--- src/rtl/eeprom_i2c_slave.sv ---
module eeprom_i2c_slave #(
  parameter int ADDR_W      = 12,
  parameter int PAGE        = 32,
  parameter int BUSY_CYCLES = 500000
) (
  input  logic              clk,
  input  logic              rst_n,
  input  logic              scl_i,
  input  logic              sda_i,
  output logic              sda_oe,
  output logic [1:0]        mem_sel,
  output logic [ADDR_W-1:0] mem_addr,
  input  logic [7:0]        mem_rdata,
  output logic              mem_we,
  output logic [7:0]        mem_wdata,
  input  logic              wr_allow
);
  localparam int PW = $clog2(PAGE);
  localparam int NW = PW + 1;
  localparam int CW = $clog2(BUSY_CYCLES + 1);

  typedef enum logic [2:0] {S_IDLE, S_DEV, S_AHI, S_ALO, S_WR, S_RD, S_BUSY} st_t;

  st_t               st;
  logic [1:0]        scl_q, sda_q;
  logic              scl_p, sda_p;
  logic [3:0]        bitcnt;
  logic [7:0]        sh, ahi, dout;
  logic [6:0]        psel;
  logic              mack, dummy;
  logic [ADDR_W-1:0] addr, wstart, addr_nx;
  logic [NW-1:0]     nbytes, ptr;
  logic [CW-1:0]     bcnt;
  logic [7:0]        pbuf [PAGE];
  logic              sel_ok;
  logic [1:0]        sel_t;
  logic [15:0]       full;

  wire scl_s    = scl_q[1];
  wire sda_s    = sda_q[1];
  wire rise     = scl_s & ~scl_p;
  wire fall     = ~scl_s & scl_p;
  wire start_ev = scl_s & scl_p & sda_p & ~sda_s;
  wire stop_ev  = scl_s & scl_p & ~sda_p & sda_s;
  wire take     = (st == S_WR) && fall && (bitcnt == 4'd8) && wr_allow && (nbytes < NW'(PAGE));

  assign full      = {ahi, sh};
  assign mem_sel   = (st == S_IDLE || st == S_DEV) ? sel_t : mem_sel_q;
  logic [1:0] mem_sel_q;
  assign mem_addr  = (st == S_BUSY) ? {wstart[ADDR_W-1:PW], wstart[PW-1:0] + ptr[PW-1:0]} : addr;
  assign mem_we    = (st == S_BUSY) && (ptr < nbytes);
  assign mem_wdata = pbuf[ptr[PW-1:0]];
  assign addr_nx   = (mem_sel_q == 2'd1) ? {addr[ADDR_W-1:PW], addr[PW-1:0] + 1'b1} : addr + 1'b1;

  always_comb begin
    sel_ok = (sh[7:4] == 4'b1010);
    sel_t  = 2'd0;
    case (sh[3:1])
      3'b000:  sel_t = 2'd0;
      3'b001:  sel_t = 2'd1;
      3'b100:  sel_t = 2'd2;
      default: sel_ok = 1'b0;
    endcase
  end

  always_ff @(posedge clk) begin
    if (!rst_n) begin
      scl_q <= 2'b11; sda_q <= 2'b11; scl_p <= 1'b1; sda_p <= 1'b1;
    end else begin
      scl_q <= {scl_q[0], scl_i}; sda_q <= {sda_q[0], sda_i};
      scl_p <= scl_s;             sda_p <= sda_s;
    end
  end

  always_ff @(posedge clk)
    if (take) pbuf[nbytes[PW-1:0]] <= sh;

  always_ff @(posedge clk) begin
    if (!rst_n) begin
      st <= S_IDLE; bitcnt <= '0; sh <= '0; ahi <= '0; dout <= '0; psel <= '0;
      mack <= 1'b1; dummy <= 1'b0; addr <= '0; wstart <= '0; nbytes <= '0;
      ptr <= '0; bcnt <= '0; sda_oe <= 1'b0; mem_sel_q <= 2'd0;
    end else if (st == S_BUSY) begin
      if (ptr < nbytes) ptr <= ptr + 1'b1;
      if (bcnt == '0) st <= S_IDLE;
      else bcnt <= bcnt - 1'b1;
    end else if (start_ev) begin
      st <= S_DEV; bitcnt <= '0; sda_oe <= 1'b0;
    end else if (stop_ev) begin
      sda_oe <= 1'b0; dummy <= 1'b0;
      if (st == S_WR && bitcnt == 4'd1 && nbytes != '0) begin
        st <= S_BUSY; bcnt <= CW'(BUSY_CYCLES - 1); ptr <= '0;
      end else st <= S_IDLE;
    end else if (st != S_IDLE) begin
      if (rise) begin
        if (bitcnt < 4'd8) begin
          sh <= {sh[6:0], sda_s}; bitcnt <= bitcnt + 1'b1;
        end else if (bitcnt == 4'd9) mack <= sda_s;
      end
      if (fall) begin
        if (bitcnt == 4'd8) begin
          bitcnt <= 4'd9; sda_oe <= 1'b0;
          case (st)
            S_DEV: if (sel_ok && !(sh[0] && dummy && sh[7:1] != psel)) begin
              sda_oe <= 1'b1; mem_sel_q <= sel_t; dummy <= 1'b0;
              if (sh[0]) st <= S_RD;
              else begin st <= S_AHI; psel <= sh[7:1]; nbytes <= '0; end
            end else begin
              st <= S_IDLE; dummy <= 1'b0;
            end
            S_AHI: begin sda_oe <= 1'b1; ahi <= sh; st <= S_ALO; end
            S_ALO: begin
              sda_oe <= 1'b1; addr <= full[ADDR_W-1:0]; wstart <= full[ADDR_W-1:0];
              dummy <= 1'b1; st <= S_WR;
            end
            S_WR: if (take) begin
              sda_oe <= 1'b1; nbytes <= nbytes + 1'b1;
              addr <= {addr[ADDR_W-1:PW], addr[PW-1:0] + 1'b1};
            end
            default: ;
          endcase
        end else if (bitcnt == 4'd9) begin
          bitcnt <= '0; sda_oe <= 1'b0;
          if (st == S_RD) begin
            if (!mack) begin
              dout <= mem_rdata; sda_oe <= ~mem_rdata[7]; addr <= addr_nx;
            end else st <= S_IDLE;
          end
        end else if (st == S_RD && bitcnt != 4'd0) begin
          sda_oe <= ~dout[3'd7 - bitcnt[2:0]];
        end
      end
    end
  end

  assert_ack_in_ninth_R4: assert property (@(posedge clk) disable iff (!rst_n)
    (sda_oe && st != S_RD) |-> bitcnt == 4'd9);
  assert_quiet_while_busy_R6: assert property (@(posedge clk) disable iff (!rst_n)
    (st == S_BUSY) |-> !sda_oe);
  assert_page_cap_R8: assert property (@(posedge clk) disable iff (!rst_n)
    nbytes <= NW'(PAGE));
  assert_program_after_stop_R5: assert property (@(posedge clk) disable iff (!rst_n)
    (st == S_BUSY && $past(st) != S_BUSY) |-> $past(stop_ev));
  assert_start_restarts_R3: assert property (@(posedge clk) disable iff (!rst_n)
    (start_ev && st != S_BUSY) |=> (st == S_DEV && bitcnt == 4'd0));
endmodule

--- config.mk ---
export PLATFORM = sky130hd
export DESIGN_NAME = eeprom_i2c_slave
export DESIGN_NICKNAME = d
export VERILOG_FILES = /design/src/rtl/eeprom_i2c_slave.sv
export SDC_FILE = /design/constraint.sdc
export NUM_CORES = 1
export LEC_CHECK = 0
export ABC_CLOCK_PERIOD_IN_PS = 3000
export BUFFER_PORTS_ARGS = -buffer_cell sky130_fd_sc_hd__buf_2
export CAP_MARGIN = 15
export CORE_MARGIN = 3
export CORE_UTILIZATION = 45
export CTS_CLUSTER_DIAMETER = 80
export CTS_CLUSTER_SIZE = 12
export DETAILED_ROUTE_END_ITERATION = 7
export MAX_ROUTING_LAYER = met4
export PLACE_DENSITY = 0.65
export SYNTH_ARGS = -nofsm -noshare
export SYNTH_HDL_FRONTEND = slang
export SYNTH_SLANG_ARGS = --single-unit
--- constraint.sdc ---
create_clock -name clk -period 3 [get_ports clk]
set_input_delay 0.6 -clock clk [delete_from_list [all_inputs] [get_ports clk]]
set_output_delay 0.6 -clock clk [all_outputs]
set_load 0.1 [all_outputs]
==> flow_summary_export.csv <==
group,metric,value,unit
status,status,"finished with violations",
status,failed_checks,"negative setup slack",
route,wl_per_cell,22.2,um
clock_network,clkLatencyLatePin,0.52,ns
route,drt_iter0_drc,902,
route,drtPass1Iterations,5,
critical_path,endpoint_kind,"output port",
cells_and_area,nNetsFinal,1213,
sta,final_max_slew_viol_count,0,
sta,final-hold-violation-count,0,
critical_path,reg2regPathDepth,7,
route,via_per_inst,5.74,
critical_path,cp_slowest_cell,"mux4_2",
floorplan,die_y,192,um
sta,hold_ws,0.263,ns
clock_network,clock-root-buffer,"clkbuf_16",
global_routing,grt_max_degree,52,
synthesis,ys_warn_count,0,
route,top_layer,"met4",
power_and_ir_drop,powerDensity,513,nW/um^2
sta,rsz0062_at_grt,"true",
clock_network,clock-sinks,361,
cells_and_area,synthToLayoutAreaGrowth,16.2,%
placement,hpwlAfterDp,22200,um
critical_path,path_common_cell,"mux4_2",
cells_and_area,drive_gt1_frac,0.242,
critical_path,slowest_delay,0.53,ns
clock_network,cts_made_buffers,36,
synthesis,synth-main-ff-cell,"edfxtp_1",
sta,timing.final.ws_setup,-0.380,ns
clock_network,htree_levels,2,
critical_path,reg2reg_from,"bitcnt[0]",
route,met2_length,17700,um
worst_hold_path,hp-class,"in2reg",
job,maxCapViolCount,0,
route,antenna_left,0,
power_and_ir_drop,ir_drop,0.366,mV
global_routing,grt_pass1_wl,56400,um
floorplan,dieArea,37000,um^2
critical_path,cp-start-kind,"register",
global_routing,grt_pass1_vias,9265,
placement,portBuffers,36,
floorplan,die_w,192,um
sta,tightest_slew,0.665,ns
floorplan,num_rows,67,
clock_network,clock_path_buffers,3,
critical_path,path_buf_inv,3,
global_routing,antenna_found_initial,0,
critical_path,critical-path-top-delay-family,"multiplexers",
critical_path,crit_chain,"buf_6, clkbuf_16, mux4_2, mux4_2, mux2_4, buf_12",
route,wirelength_met1,15900,um
floorplan,core-area,33900,um^2
synthesis,synth_fp_nets,1114,
global_routing,grt_util_all_layers,0.208,
critical_path,path_class,"reg2out",
floorplan,ios,37,
synthesis,synth-edff-count,256,
synthesis,synthArstFlopShare,0,
critical_path,r2r_slack,0.46,ns
critical_path,critical_path_cell_count,6,
synthesis,syn_inst,1079,
synthesis,syn_avg_cell_area,14.5,um^2
route,drc_errors,0,
global_routing,gr-total-overflow,0,
critical_path,crit_fanout,5,
cells_and_area,fin_util,0.536,
placement,gp_congestion,0.866,
sta,period_share,1.13,
floorplan,start_util,0.461,
critical_path,reg2reg_to,"pbuf[3][6]",
cells_and_area,layout_common_cells,"edfxtp_1 (256), nor2_1 (112), dfxtp_1 (100)",
route,wl,36400,um
route,wl_met3,2070,um
worst_hold_path,hold_path_depth,2,
synthesis,synth_area,15600,um^2
synthesis,ys_ff_latch,361,
sta,min_period,3.38,ns
sta,slew_headroom,0.556,
power_and_ir_drop,leakagePower,6.35,nW
clock_network,hold_buffers,0,
sta,skew,0.0152,ns
sta,setup_violations,8,
clock_network,clk_pin_slew,0.06,ns
critical_path,crit_end,"mem_wdata[4]",
critical_path,critPathArrivalTime,2.78,ns
synthesis,synth_seq_area_share,0.627,
route,vias,9387,
synthesis,synth.distinct_cells,80,
clock_network,cts_tree,"yes",
cells_and_area,final_common_cell,"edfxtp_1",
sta,max_freq,296,MHz
critical_path,critPathRequiredTime,2.40,ns
==> timing repair <==
action	in CTS	in global routing
endpoints found under the setup margin	19	15
resized for setup	50	9
cloned	7	2
buffers inserted	8	2
pin swaps	0	2
==> registers in the layout, indices dropped and copies added (netlist names), 6 cells and up, named ones only <==
signal / flops
addr: 12
ptr: 6
pbuf: 256
bcnt: 19
psel: 7
sh: 8
dout: 8
wstart: 12
nbytes: 6
==> metrics by stage <==
stage / instances / setup slack (ns) / power (W) / instance area (um^2) / setup TNS, ns
after floorplan: 1079 / -0.254 / 0.00542 / 15600 / -0.254
after global placement: 1572 / 0.134 / 0.00545 / 16700 / 0
after detailed placement: 1572 / 0.117 / 0.00545 / 16700 / 0
after CTS: 1633 / -0.359 / 0.00941 / 18100 / -2.80
after global routing: 1635 / -0.418 / 0.00962 / 18100 / -3.11
final: 1636 / -0.380 / 0.00931 / 18100 / -2.72
==> cells in the mapped netlist, drive strengths merged, types with 3 or more instances <==
library cell  number  area share
or3b               4      0.0024
nand2b             9      0.0036
a31oi             10      0.0040
edfxtp           256        0.49
nand2             80       0.019
a211o              3      0.0017
o21ai             29      0.0095
a21oi             37       0.012
o221a              4      0.0029
mux4              82        0.12
nor2b              9      0.0036
or3                5      0.0020
inv               26      0.0063
dfxtp            105        0.13
mux2i             39       0.025
nor3b              7      0.0048
buf               30       0.013
a211oi             8      0.0038
a21o               7      0.0034
o31ai              6      0.0038
nand4             11      0.0044
mux2               9      0.0065
xnor2             20       0.011
ha                21       0.017
xor2               9      0.0051
nor2             113       0.027
o211ai             6      0.0029
and2               6      0.0024
nor4               9      0.0054
nor3              12      0.0049
nand3             26      0.0083
and3               7      0.0028
or4                5      0.0024
nand3b             4      0.0027
clkbuf            27      0.0071
==> power by group <==
| part | switching [W] | total, W | internal [W] |
|---|---|---|---|
| logic | 0.0000438 | 0.0000671 | 0.0000233 |
| clock network | 0.00178 | 0.00397 | 0.00219 |
| registers | 0.00000476 | 0.00527 | 0.00527 |
| total | 0.00183 | 0.00931 | 0.00748 |
==> routing by layer <==
layer	global-route usage	vias up
li1	-	4320
met1	0.285	4718
met2	0.334	298
met3	0.0312	51
met4	0.0415	0
met5	-	-
==> area by class of cell <==
class | instances | area, um^2
Clock buffer | 43 | 927
Timing Repair Buffer | 118 | 1240
Fill cell | 2755 | 15700
Clock inverter | 4 | 56.3
Inverter | 26 | 97.6
Multi-Input combinational cell | 635 | 5460
Tap cell | 448 | 561
Sequential cell | 361 | 9800
Antenna cell | 1 | 2.50
==> worst min-delay path by stage <==
stage / from / to / slack [ns]
floorplan: scl_q[0] / scl_q[1] / 0.39
global placement: sda_q[0] / sda_q[1] / 0.40
detailed placement: scl_q[0] / scl_q[1] / 0.39
CTS: scl_i / scl_q[0] / 0.25
global route: scl_i / scl_q[0] / 0.25
finish: scl_i / scl_q[0] / 0.26
==> logic make-up (layout without fill, tap and decap cells) <==
| group | after synthesis | count (layout) | synth area share |
|---|---|---|---|
| AO/OA/AOI/OAI | 138 | 138 | 0.0608 |
| adder cells (fa/ha/maj) | 22 | 22 | 0.0181 |
| other | 0 | 1 | 0 |
| AND/OR/NAND/NOR | 316 | 316 | 0.102 |
| multiplexers | 130 | 130 | 0.150 |
| buffers and inverters | 83 | 191 | 0.0260 |
| XOR/XNOR | 29 | 29 | 0.0163 |
| flip-flops | 361 | 361 | 0.627 |
Power figures use the tool's default switching activity.
